File: config.mk
export PLATFORM = sky130hd
export DESIGN_NAME = sync_mrx
export DESIGN_NICKNAME = d
export VERILOG_FILES = /design/src/rtl/sync_mrx_pkg.sv /design/src/rtl/sync_mrx_clkgen.sv /design/src/rtl/sync_mrx_shift.sv /design/src/rtl/sync_mrx_fifo.sv /design/src/rtl/sync_mrx.sv
export SDC_FILE = /design/constraint.sdc
export NUM_CORES = 1
export LEC_CHECK = 0
export BUFFER_PORTS_ARGS = -buffer_cell sky130_fd_sc_hd__buf_2
export CORE_MARGIN = 3
export CORE_UTILIZATION = 62
export CTS_CLUSTER_DIAMETER = 50
export CTS_CLUSTER_SIZE = 30
export DETAILED_ROUTE_END_ITERATION = 10
export PLACE_DENSITY = 0.84
export SLEW_MARGIN = 10
export SYNTH_ARGS = -nofsm -noshare
export SYNTH_HDL_FRONTEND = slang
export SYNTH_SLANG_ARGS = --single-unit
File: constraint.sdc
create_clock -name clk_i -period 5.35 [get_ports clk_i]
set_clock_uncertainty 0.15 [all_clocks]
set_input_delay 0.8025 -clock clk_i [delete_from_list [all_inputs] [get_ports clk_i]]
set_output_delay 0.8025 -clock clk_i [all_outputs]
set_load 0.01 [all_outputs]
File: src/rtl/sync_mrx_pkg.sv
package sync_mrx_pkg;
  localparam int BYTE_W = 8;

  typedef struct packed {
    logic              b9;
    logic [BYTE_W-1:0] data;
  } rx_word_t;

  localparam int WORD_W = $bits(rx_word_t);
endpackage

File: src/rtl/sync_mrx_clkgen.sv
module sync_mrx_clkgen #(
  parameter int DIV_W = 8
) (
  input  logic             clk_i,
  input  logic             rst_ni,
  input  logic             run_i,
  input  logic [DIV_W-1:0] div_i,
  output logic             sclk_o,
  output logic             fall_o
);
  logic [DIV_W-1:0] cnt_q;
  logic [1:0]       ph_q;
  logic             tick;

  assign tick   = (cnt_q == div_i);
  assign sclk_o = run_i & ~ph_q[1];
  assign fall_o = run_i & tick & (ph_q == 2'd1);

  always_ff @(posedge clk_i or negedge rst_ni) begin
    if (!rst_ni) begin
      cnt_q <= '0;
      ph_q  <= '0;
    end else if (!run_i) begin
      cnt_q <= '0;
      ph_q  <= '0;
    end else if (tick) begin
      cnt_q <= '0;
      ph_q  <= ph_q + 2'd1;
    end else begin
      cnt_q <= cnt_q + 1'b1;
    end
  end

  // sclk must be low right after each sample strobe
  a_r1_low_after_fall: assert property (@(posedge clk_i) disable iff (!rst_ni)
    fall_o |=> !sclk_o);
endmodule

File: src/rtl/sync_mrx_shift.sv
module sync_mrx_shift
  import sync_mrx_pkg::*;
(
  input  logic     clk_i,
  input  logic     rst_ni,
  input  logic     run_i,
  input  logic     sample_i,
  input  logic     sdat_i,
  input  logic     nine_i,
  output logic     done_o,
  output rx_word_t word_o
);
  localparam int SR_W = BYTE_W + 1;
  localparam int BCW  = $clog2(SR_W);

  logic [SR_W-1:0] sr_q, sr_nxt;
  logic [BCW-1:0]  bcnt_q;
  logic            last;

  assign last   = (bcnt_q == (nine_i ? BCW'(BYTE_W) : BCW'(BYTE_W - 1)));
  assign sr_nxt = {sdat_i, sr_q[SR_W-1:1]};
  assign done_o = sample_i & last;

  always_comb begin
    word_o.data = nine_i ? sr_nxt[BYTE_W-1:0] : sr_nxt[SR_W-1:1];
    word_o.b9   = nine_i & sr_nxt[SR_W-1];
  end

  always_ff @(posedge clk_i or negedge rst_ni) begin
    if (!rst_ni) begin
      sr_q   <= '0;
      bcnt_q <= '0;
    end else if (!run_i) begin
      bcnt_q <= '0;
    end else if (sample_i) begin
      sr_q   <= sr_nxt;
      bcnt_q <= last ? '0 : bcnt_q + 1'b1;
    end
  end

  a_r2_bcnt_range: assert property (@(posedge clk_i) disable iff (!rst_ni)
    bcnt_q <= BCW'(BYTE_W));
endmodule

File: src/rtl/sync_mrx_fifo.sv
module sync_mrx_fifo #(
  parameter int W     = 9,
  parameter int DEPTH = 2
) (
  input  logic         clk_i,
  input  logic         rst_ni,
  input  logic         push_i,
  input  logic [W-1:0] din_i,
  input  logic         pop_i,
  output logic [W-1:0] dout_o,
  output logic         empty_o,
  output logic         room_o
);
  localparam int AW = (DEPTH > 1) ? $clog2(DEPTH) : 1;
  localparam int CW = $clog2(DEPTH + 1);

  logic [W-1:0]  mem_q [DEPTH];
  logic [AW-1:0] wptr_q, rptr_q;
  logic [CW-1:0] cnt_q;
  logic          pop;

  function automatic logic [AW-1:0] wrap_inc(input logic [AW-1:0] p);
    return (p == AW'(DEPTH - 1)) ? '0 : p + 1'b1;
  endfunction

  assign pop     = pop_i & (cnt_q != '0);
  assign empty_o = (cnt_q == '0);
  // a same-cycle pop frees a slot for the incoming word
  assign room_o  = (cnt_q != CW'(DEPTH)) | pop;
  assign dout_o  = mem_q[rptr_q];

  always_ff @(posedge clk_i or negedge rst_ni) begin
    if (!rst_ni) begin
      for (int i = 0; i < DEPTH; i++) mem_q[i] <= '0;
      wptr_q <= '0;
      rptr_q <= '0;
      cnt_q  <= '0;
    end else begin
      if (push_i) begin
        mem_q[wptr_q] <= din_i;
        wptr_q        <= wrap_inc(wptr_q);
      end
      if (pop) rptr_q <= wrap_inc(rptr_q);
      cnt_q <= cnt_q + CW'(push_i) - CW'(pop);
    end
  end

  a_r6_no_overflow: assert property (@(posedge clk_i) disable iff (!rst_ni)
    (cnt_q == CW'(DEPTH) && !pop_i) |-> !push_i);
  a_r6_avail_after_push: assert property (@(posedge clk_i) disable iff (!rst_ni)
    push_i |=> !empty_o);
endmodule

File: src/rtl/sync_mrx.sv
module sync_mrx
  import sync_mrx_pkg::*;
#(
  parameter int DIV_W      = 8,
  parameter int FIFO_DEPTH = 2
) (
  input  logic             clk_i,
  input  logic             rst_ni,
  input  logic [DIV_W-1:0] div_i,
  input  logic             nine_bit_i,
  input  logic             single_set_i,
  input  logic             cont_en_i,
  input  logic             rd_i,
  input  logic             sdat_i,
  output logic             sclk_o,
  output logic [7:0]       rx_data_o,
  output logic             rx_bit9_o,
  output logic             avail_o,
  output logic             ovr_o,
  output logic             single_pend_o
);
  logic     single_q, ovr_q, cont_d_q;
  logic     run, fall, done, room, empty, push;
  rx_word_t sh_word, head;

  assign run  = cont_en_i | single_q;
  assign push = done & room & ~ovr_q;

  sync_mrx_clkgen #(.DIV_W(DIV_W)) u_clkgen (
    .clk_i  (clk_i),
    .rst_ni (rst_ni),
    .run_i  (run),
    .div_i  (div_i),
    .sclk_o (sclk_o),
    .fall_o (fall)
  );

  sync_mrx_shift u_shift (
    .clk_i    (clk_i),
    .rst_ni   (rst_ni),
    .run_i    (run),
    .sample_i (fall),
    .sdat_i   (sdat_i),
    .nine_i   (nine_bit_i),
    .done_o   (done),
    .word_o   (sh_word)
  );

  sync_mrx_fifo #(.W(WORD_W), .DEPTH(FIFO_DEPTH)) u_fifo (
    .clk_i   (clk_i),
    .rst_ni  (rst_ni),
    .push_i  (push),
    .din_i   (sh_word),
    .pop_i   (rd_i),
    .dout_o  (head),
    .empty_o (empty),
    .room_o  (room)
  );

  always_ff @(posedge clk_i or negedge rst_ni) begin
    if (!rst_ni) begin
      single_q <= 1'b0;
      ovr_q    <= 1'b0;
      cont_d_q <= 1'b0;
    end else begin
      cont_d_q <= cont_en_i;
      if (cont_en_i)         single_q <= 1'b0;
      else if (single_set_i) single_q <= 1'b1;
      else if (done)         single_q <= 1'b0;
      // falling continuous enable clears overrun, with priority
      if (cont_d_q && !cont_en_i) ovr_q <= 1'b0;
      else if (done && !room)     ovr_q <= 1'b1;
    end
  end

  assign rx_data_o     = head.data;
  assign rx_bit9_o     = head.b9;
  assign avail_o       = ~empty;
  assign ovr_o         = ovr_q;
  assign single_pend_o = single_q;

  a_r3_single_self_clear: assert property (@(posedge clk_i) disable iff (!rst_ni)
    (done && !cont_en_i && !single_set_i) |=> !single_pend_o);
  a_r5_cont_wins: assert property (@(posedge clk_i) disable iff (!rst_ni)
    cont_en_i |=> !single_pend_o);
  a_r9_ovr_blocks_load: assert property (@(posedge clk_i) disable iff (!rst_ni)
    (ovr_o && !avail_o) |=> !avail_o);
  a_r9_ovr_clear: assert property (@(posedge clk_i) disable iff (!rst_ni)
    $fell(cont_en_i) |=> !ovr_o);
  a_r1_idle_low: assert property (@(posedge clk_i) disable iff (!rst_ni)
    (!cont_en_i && !single_pend_o) |-> !sclk_o);
endmodule

==> results by group, run 1 <==
STA
  – FMAX: between 0.3 and 0.4 GHz
  – Final Setup Violations: 0
  – RSZ-0062 raised after global routing: false
  – Tcrit/Tclk final: 53.2%
  – Setup TNS: 0 ns
  – Fin crit period: about 2.8 ns
  – Worst-margin pin slew: approximately 1.0 ns
  – Max-slew violations: 0
  – Worst slew margin: around a third
  – Hold Fails Final Rpt: 0

Clock network
  – Max clock buf depth: 2
  – H-Tree Depth: 2
  – Hold buffers post-CTS: 0
  – Clock root buffer: clkbuf_8
  – CTS Buf Count: 5
  – CTS resizes: 0
  – CTS sink cnt: 47
  – CTS tree: built
  – Worst skew pair latency: 0.30 ns
  – Post-CTS Setup Bufs: 0
  – Clk slew on worst S/H paths: about 0.08 ns

Synthesis
  – Ys flop type: dfrtp_1
  – Adder-Cell Fraction of Synth Area: 2.72%
  – Compound-Gate Fraction of Synth Area: under 10%
  – Largest family of logic cells by synthesized area: multiplexers
  – Post-synth top area share: 51.1%
  – Post-synthesis mux area share: 21.5%
  – Sequential cell area fraction in the yosys report: 51.1%
  – Synth Area in XOR/XNOR: under 10%
  – Ys async rst share: 100%
  – Flops & latches, synth: 47
  – Leading area contributor after synthesis: dfrtp_1
  – Yosys Warn Count: 0
  – Library cells used by synthesis: 29
  – Top cells by area, synth: dfrtp_1 (51%), mux2_2 (21%), xnor2_1 (4.6%)
  – Syn nets: 204
  – Post-synth EDFFs: 0
  – Mapped Area: approximately 2300 um^2
  – Cell count after synthesis: about 180
  – Mean Syn Cell Area: approximately 12 um^2
  – Post-Synth Simple-Gate Area: between 10% and 20%

Critical path
  – WP data required: 5.39 ns
  – Max stage delay on crit path: approximately 0.67 ns
  – Startpoint Class: input pin
  – CP Capture Type: flop
  – Reg-to-reg endpoint: u_fifo.mem_q[16]
  – Worst Path Class, Setup: in2reg
  – Worst path cell trace: buf_2, xnor2_1, nand4_1, or4_4, nor4_4, mux2_2
  – Crit Path Max Fanout: 20
  – R2R depth: 5
  – Arrival time worst endpoint: approximately 2.9 ns
  – R2R setup slack: between 2 and 3 ns
  – Slowest stage cell on the critical path: or4_4
  – Crit. Startpoint: div_i[7]
  – Critical Path Sink: u_fifo.mem_q[16]
  – R2r startpoint: u_clkgen.cnt_q[0]

Cells and area
  – Share of cells above drive strength 1: roughly two fifths
  – Fill cells: 250
  – Final #Nets: approximately 230
  – # diodes: 0
  – Area of the multi-input gates: around 1100 um^2
  – Design Area, Final: 2580 um^2
  – FF+latch area: around 1200 um^2
  – Area Overhead vs Synth: 12.1%
  – Post-layout util: around three quarters

GRT
  – GRT Overall Usage: between 20% and 30%
  – Number of antenna violations at the first check in global routing: 0
  – Number of global-route vias before repair: around 1600
  – Pin count of the biggest net entering global routing: 48
  – Global-route wire length before repair: 6.91 mm
  – GRT Residual Overflow: 0

Floorplanning
  – FP Rows: 21
  – Initial Utilization: roughly two thirds
  – DIE AREA: around 4500 um^2
  – IO Count: 28
  – Die Y: 66.9 um
  – DIE WIDTH: ~67 um
  – Total core area: ~3400 um^2

Power and ir drop
  – Net switching power: around 0.21 mW
  – Sw Ratio: a little over a quarter
  – Pwr dens: just over 300 nW/um^2
  – Power Internal: between 0.5 and 0.6 mW
  – Combinational share of power: between 10% and 20%
  – Worst vdd ir: between 0.15 and 0.2 mV
  – LEAKAGE: about 1.3 nW
  – Clock share of power: ~34%
  – Sequential power share: between 50% and 60%

Run status
  – Status: complete, no violations

Drt
  – Vias post-DR: 1475
  – Antenna Violating Nets Remaining: 0
  – Total wire length: approximately 4.1 mm
  – Initial DRC count: 91
  – Via/cell ratio: approximately 5.7
  – WL/cell: 15.8 um
  – Drt first pass iters: 4
  – Drt drc: 0

Place
  – DP HPWL: ~2.9 mm
  – Area post-placement: about 2500 um^2
  – Global placement routability congestion: approximately 0.8
  – Port Buffers: 27

Flow run
  – Max-Cap Viols: 0

Hold path
  – HP Class: reg2reg
-- flip-flops by register name, summed over array words and instances (netlist names) --
register / cells
u_fifo.cnt_q: 2
u_fifo.wptr_q: 1
u_clkgen.cnt_q: 8
u_shift.sr_q: 8
u_shift.bcnt_q: 4
u_clkgen.ph_q: 2
ovr_o: 1
cont_d_q: 1
u_fifo.rptr_q: 1
single_pend_o: 1
u_fifo.mem_q: 18
-- metal layers --
layer	routed length [um]	up-vias	global-route usage (%)
met5	0	-	0
met2	2130	38	36.4
met1	1720	726	24.8
met4	49	0	5.32
met3	198	6	6.07
li1	-	705	-
-- worst max-delay path, delay by kind of cell --
| family | cells | cell delay, ns |
|---|---|---|
| mux | 1 | 0.41 |
| buf+inv | 1 | 0.10 |
| xor+xnor | 1 | 0.17 |
| simple gates | 3 | 1.40 |
-- cells in the final DEF (no fill, tap or decap), types with 3 or more instances in the layout --
master	Yosys	final
nand3_1	7	7
nor2_1	13	13
nand2_1	7	7
inv_1	8	8
a31o_2	3	3
dfrtp_1	47	47
ha_1	5	5
mux2_2	43	43
buf_2	0	27
or2_2	4	4
clkbuf_8	0	5
xor2_1	6	6
xnor2_1	12	12
a211oi_1	3	3
-- area by class of cell --
| cell class | count | area share, % |
|---|---|---|
| Clock buffer | 5 | 2.67 |
| Clock inverter | 3 | 1.70 |
| Inverter | 8 | 1.16 |
| Multi-Input combinational cell | 124 | 41.4 |
| Sequential cell | 47 | 45.6 |
| Tap cell | 46 | 2.23 |
| Timing Repair Buffer | 27 | 5.24 |
-- power groups by stage --
stage                     Combinational (mW)  Sequential, mW  Clock, mW
after global placement                 0.102           0.415          0
after detailed placement               0.109           0.417          0
final                                  0.107           0.412      0.261
after global routing                   0.119           0.417      0.282
after floorplan                       0.0894           0.398          0
after CTS                              0.110           0.411      0.264
-- cells in the mapped netlist (2+ instances only) --
library cell	number
nor2_1	13
ha_1	5
a211oi_1	3
a31o_2	3
inv_1	8
dfrtp_1	47
mux2_2	43
nor4_4	2
or2_2	4
clkbuf_1	4
and3_1	2
nand2b_1	2
and2_1	2
xnor2_1	12
nor3_1	2
nand2_1	7
o31ai_1	2
nand3_1	7
xor2_1	6
-- metrics by stage --
step / instances / setup slack [ns] / hold slack (ns) / power [mW]
6_report: 260 / 2.50 / 0.359 / 0.780
5_1_grt: 260 / 2.38 / 0.372 / 0.817
4_1_cts: 260 / 2.50 / 0.364 / 0.785
3_5_place_dp: 252 / 2.23 / 0.344 / 0.526
3_3_place_gp: 252 / 2.25 / 0.330 / 0.517
2_1_floorplan: 184 / 2.56 / 0.309 / 0.487
-- how the worst min path moves through the flow --
stage | from | end | slack, ns | cells after the start
2_1_floorplan | u_fifo.cnt_q[1] | u_fifo.cnt_q[1] | 0.31 | 1
3_3_place_gp | u_fifo.cnt_q[1] | u_fifo.cnt_q[1] | 0.33 | 1
3_5_place_dp | u_shift.sr_q[1] | u_shift.sr_q[1] | 0.34 | 1
4_1_cts | u_fifo.cnt_q[1] | u_fifo.cnt_q[1] | 0.36 | 1
5_1_grt | u_fifo.cnt_q[1] | u_fifo.cnt_q[1] | 0.37 | 1
6_report | u_fifo.cnt_q[1] | u_fifo.cnt_q[1] | 0.36 | 1
-- cell families (layout without fill, tap and decap cells) --
| group | after synthesis | after routing |
|---|---|---|
| flip-flops | 47 | 47 |
| multiplexers | 44 | 44 |
| AND/OR/NAND/NOR | 44 | 44 |
| XOR/XNOR | 18 | 18 |
| AO/OA/AOI/OAI | 13 | 13 |
| buffers and inverters | 13 | 43 |
| adder cells (fa/ha/maj) | 5 | 5 |
No activity file was read; power rests on OpenSTA's default activity.
==> run 2: changes to the inputs <==
ABC_AREA = 1   (was not set)
CORE_UTILIZATION = 58   (was 62)
PLACE_DENSITY = 0.79   (was 0.84)
clock period = 2.8 ns   (was 5.35 ns; I/O delays follow)
==> run 2 against run 1 <==
Compared with the run above:
- utilization fell by 6.1 points
- critical path depth down 2
- global-route usage up 0.44 points
- count of clock-buffer cells in the layout stayed put
- highest routed layer unchanged
==> results by group, run 2 <==
Floorplanning
  – Total core area: roughly 4100 um^2
  – Die Y: 71.5 um
  – DIE WIDTH: roughly 70 um
  – DIE AREA: roughly 5100 um^2
  – IO Count: 28
  – Initial Utilization: between 60% and 70%
  – FP Rows: 23

Clock network
  – CTS Buf Count: 5
  – Max clock buf depth: 2
  – Worst skew pair latency: around 0.3 ns
  – Clk slew on worst S/H paths: ~0.09 ns
  – CTS resizes: 0
  – Clock root buffer: clkbuf_8
  – CTS tree: built
  – H-Tree Depth: 2
  – CTS sink cnt: 47

Critical path
  – Max stage delay on crit path: between 0.5 and 0.6 ns
  – Buf/Inv on CP: 2
  – Crit Path Max Fanout: 10
  – Slowest stage cell on the critical path: dfrtp_1
  – WP data required: around 2.2 ns
  – Arrival time worst endpoint: 1.55 ns
  – CP Capture Type: output pin
  – Most frequent CP cell: nand2_1
  – CP top delay family: flip-flops
  – Worst path cell trace: clkinv_1, nand2_1, nand2_1, buf_2
  – Worst Path Class, Setup: reg2out
  – Startpoint Class: flop

Synthesis
  – Leading area contributor after synthesis: dfrtp_1
  – Library cells used by synthesis: 29
  – Sequential cell area fraction in the yosys report: between 40% and 50%
  – Compound-Gate Fraction of Synth Area: between 7 and 8%
  – Synth Area in XOR/XNOR: 2.81%
  – Ys async rst share: 100%
  – Largest family of logic cells by synthesized area: simple AND/OR/NAND/NOR gates
  – Cell count after synthesis: between 300 and 400
  – Mean Syn Cell Area: 7.55 um^2
  – Post-synth EDFFs: 0
  – Flops & latches, synth: between 40 and 50
  – Yosys Warn Count: 0
  – Post-synth top area share: between 40 and 50%
  – Post-synth top cells: nand2_1 (135), dfrtp_1 (47), inv_1 (34)
  – Adder-Cell Fraction of Synth Area: ~2.5%
  – Ys flop type: dfrtp_1
  – Mapped Area: about 2500 um^2
  – Syn nets: 350
  – Post-Synth Simple-Gate Area: ~32%
  – Most frequent cell after synthesis: nand2_1
  – Post-synthesis mux area share: 0%
  – Top cells by area, synth: dfrtp_1 (47%), nand2_1 (20%), inv_1 (5.1%)

Power and ir drop
  – Worst vdd ir: ~0.37 mV
  – Tot Pwr: 1.53 mW
  – Pwr dens: around 550 nW/um^2
  – LEAKAGE: between 1.5 and 2 nW

Cells and area
  – Commonest non-fill, non-tap cells in the layout: nand2_1 (135), dfrtp_1 (47), inv_1 (34)
  – Post-layout util: a little under 70%
  – Final #Nets: between 300 and 400
  – Fill cells: 349
  – Share of cells above drive strength 1: between 10% and 20%
  – Largest registers: u_fifo.mem_q: 18 flops, u_clkgen.cnt_q: 8 flops, u_shift.sr_q: 8 flops
  – Commonest non-fill, non-tap cell in the layout: nand2_1
  – # diodes: 0
  – Area Overhead vs Synth: 12.1%
  – Max reg flops: 18
  – Fin cells: 412
  – Biggest register: u_fifo.mem_q

STA
  – Setup TNS: 0 ns
  – Worst-margin pin slew: 0.496 ns
  – Worst slew margin: between 60% and 70%
  – Hold Fails Final Rpt: 0
  – Fin crit period: 2.12 ns
  – FMAX: around 0.47 GHz
  – Final Setup Violations: 0
  – RSZ-0062 raised after global routing: false
  – Worst setup margin: about 0.68 ns
  – Tcrit/Tclk final: 75.7%
  – Max-slew violations: 0

GRT
  – GRT Overall Usage: 21.2%
  – Global-route wire length before repair: around 8.6 mm
  – Number of global-route vias before repair: around 1900
  – GRT Residual Overflow: 0
  – Pin count of the biggest net entering global routing: 27
  – Number of antenna violations at the first check in global routing: 0

Place
  – Global placement routability congestion: ~0.87
  – Port Buffers: 27
  – Dpl cells: just over 400
  – Dpl ws: roughly 0.68 ns
  – DP HPWL: ~3.7 mm

Drt
  – Drt first pass iters: 4
  – Initial DRC count: 159
  – Antenna Violating Nets Remaining: 0
  – Vias post-DR: ~2100
  – Drt drc: 0
  – Total wire length: 4.89 mm
  – Via/cell ratio: 4.98
  – WL/cell: approximately 12 um

Hold path
  – HP Class: in2reg

Flow run
  – Max-Cap Viols: 0

Run status
  – Status: complete, no violations
[run 2: cell types whose count changed after synthesis, moves of 4 or more]
cell,previous run,this run
mux2_2,43,0
o21ai_0,1,18
nand3_1,7,22
or2_2,4,0
inv_2,0,8
o21ai_1,0,7
a21oi_1,1,5
nand2_1,7,135
xnor2_1,12,4
inv_1,8,34
[run 2: cell type report]
type / count / area (um^2) / area share (%)
Tap cell: 50 / 62.6 / 2.24
Sequential cell: 47 / 1180 / 42.1
Clock buffer: 5 / 68.8 / 2.46
Multi-Input combinational cell: 234 / 1120 / 40.1
Inverter: 44 / 165 / 5.91
Clock inverter: 3 / 46.3 / 1.66
Timing Repair Buffer: 29 / 153 / 5.47
[run 2: kinds of logic after synthesis]
family | Yosys count
AOI/OAI and AO/OA | 34
xor gates and xnor gates | 8
adders and majority gates | 5
buffers and inverters | 49
DFF | 47
and+or+nand+nor | 187
[run 2: path summary, 6_finish.rpt]
path | startpoint | end | slack (ns) | cells after the start
worst max-delay path | u_fifo.rptr_q | rx_data_o[3] | 0.68 | 4
worst min register to register | u_fifo.mem_q[16] | u_fifo.mem_q[16] | 0.33 | 2
min in group asynchronous | rst_ni | cont_d_q | 0.46 | 2
max in group asynchronous | rst_ni | u_fifo.mem_q[0] | 1.33 | 3
worst min-delay path | cont_en_i | cont_d_q | 0.13 | 1
worst max register to register | u_clkgen.cnt_q[1] | u_fifo.cnt_q[1] | 0.82 | 10
[run 2: stage by stage]
step	area, um^2	hold WS [ns]
6_report	2790	0.129
2_1_floorplan	2490	-0.0256
4_1_cts	2790	0.118
3_3_place_gp	2670	0.259
5_1_grt	2790	0.120
3_5_place_dp	2670	0.272
[run 2: timing repair]
action                                 4_1_cts  5_1_grt
buffers inserted                             0        0
hold buffers                                 1        0
endpoints found under the hold margin       21        0
[run 2: per-layer routing]
layer	track usage [%]	wire (um)	part of all wire (%)
met1	32.4	2440	50
met2	30.6	2170	44
met4	6.05	37	0.76
met5	0	0	0
met3	4.21	241	4.9
[run 2: report_power, final]
part / total (mW) / switching [mW] / internal (mW)
registers: 0.768 / 0.0514 / 0.716
logic: 0.256 / 0.165 / 0.0908
clock network: 0.505 / 0.236 / 0.269
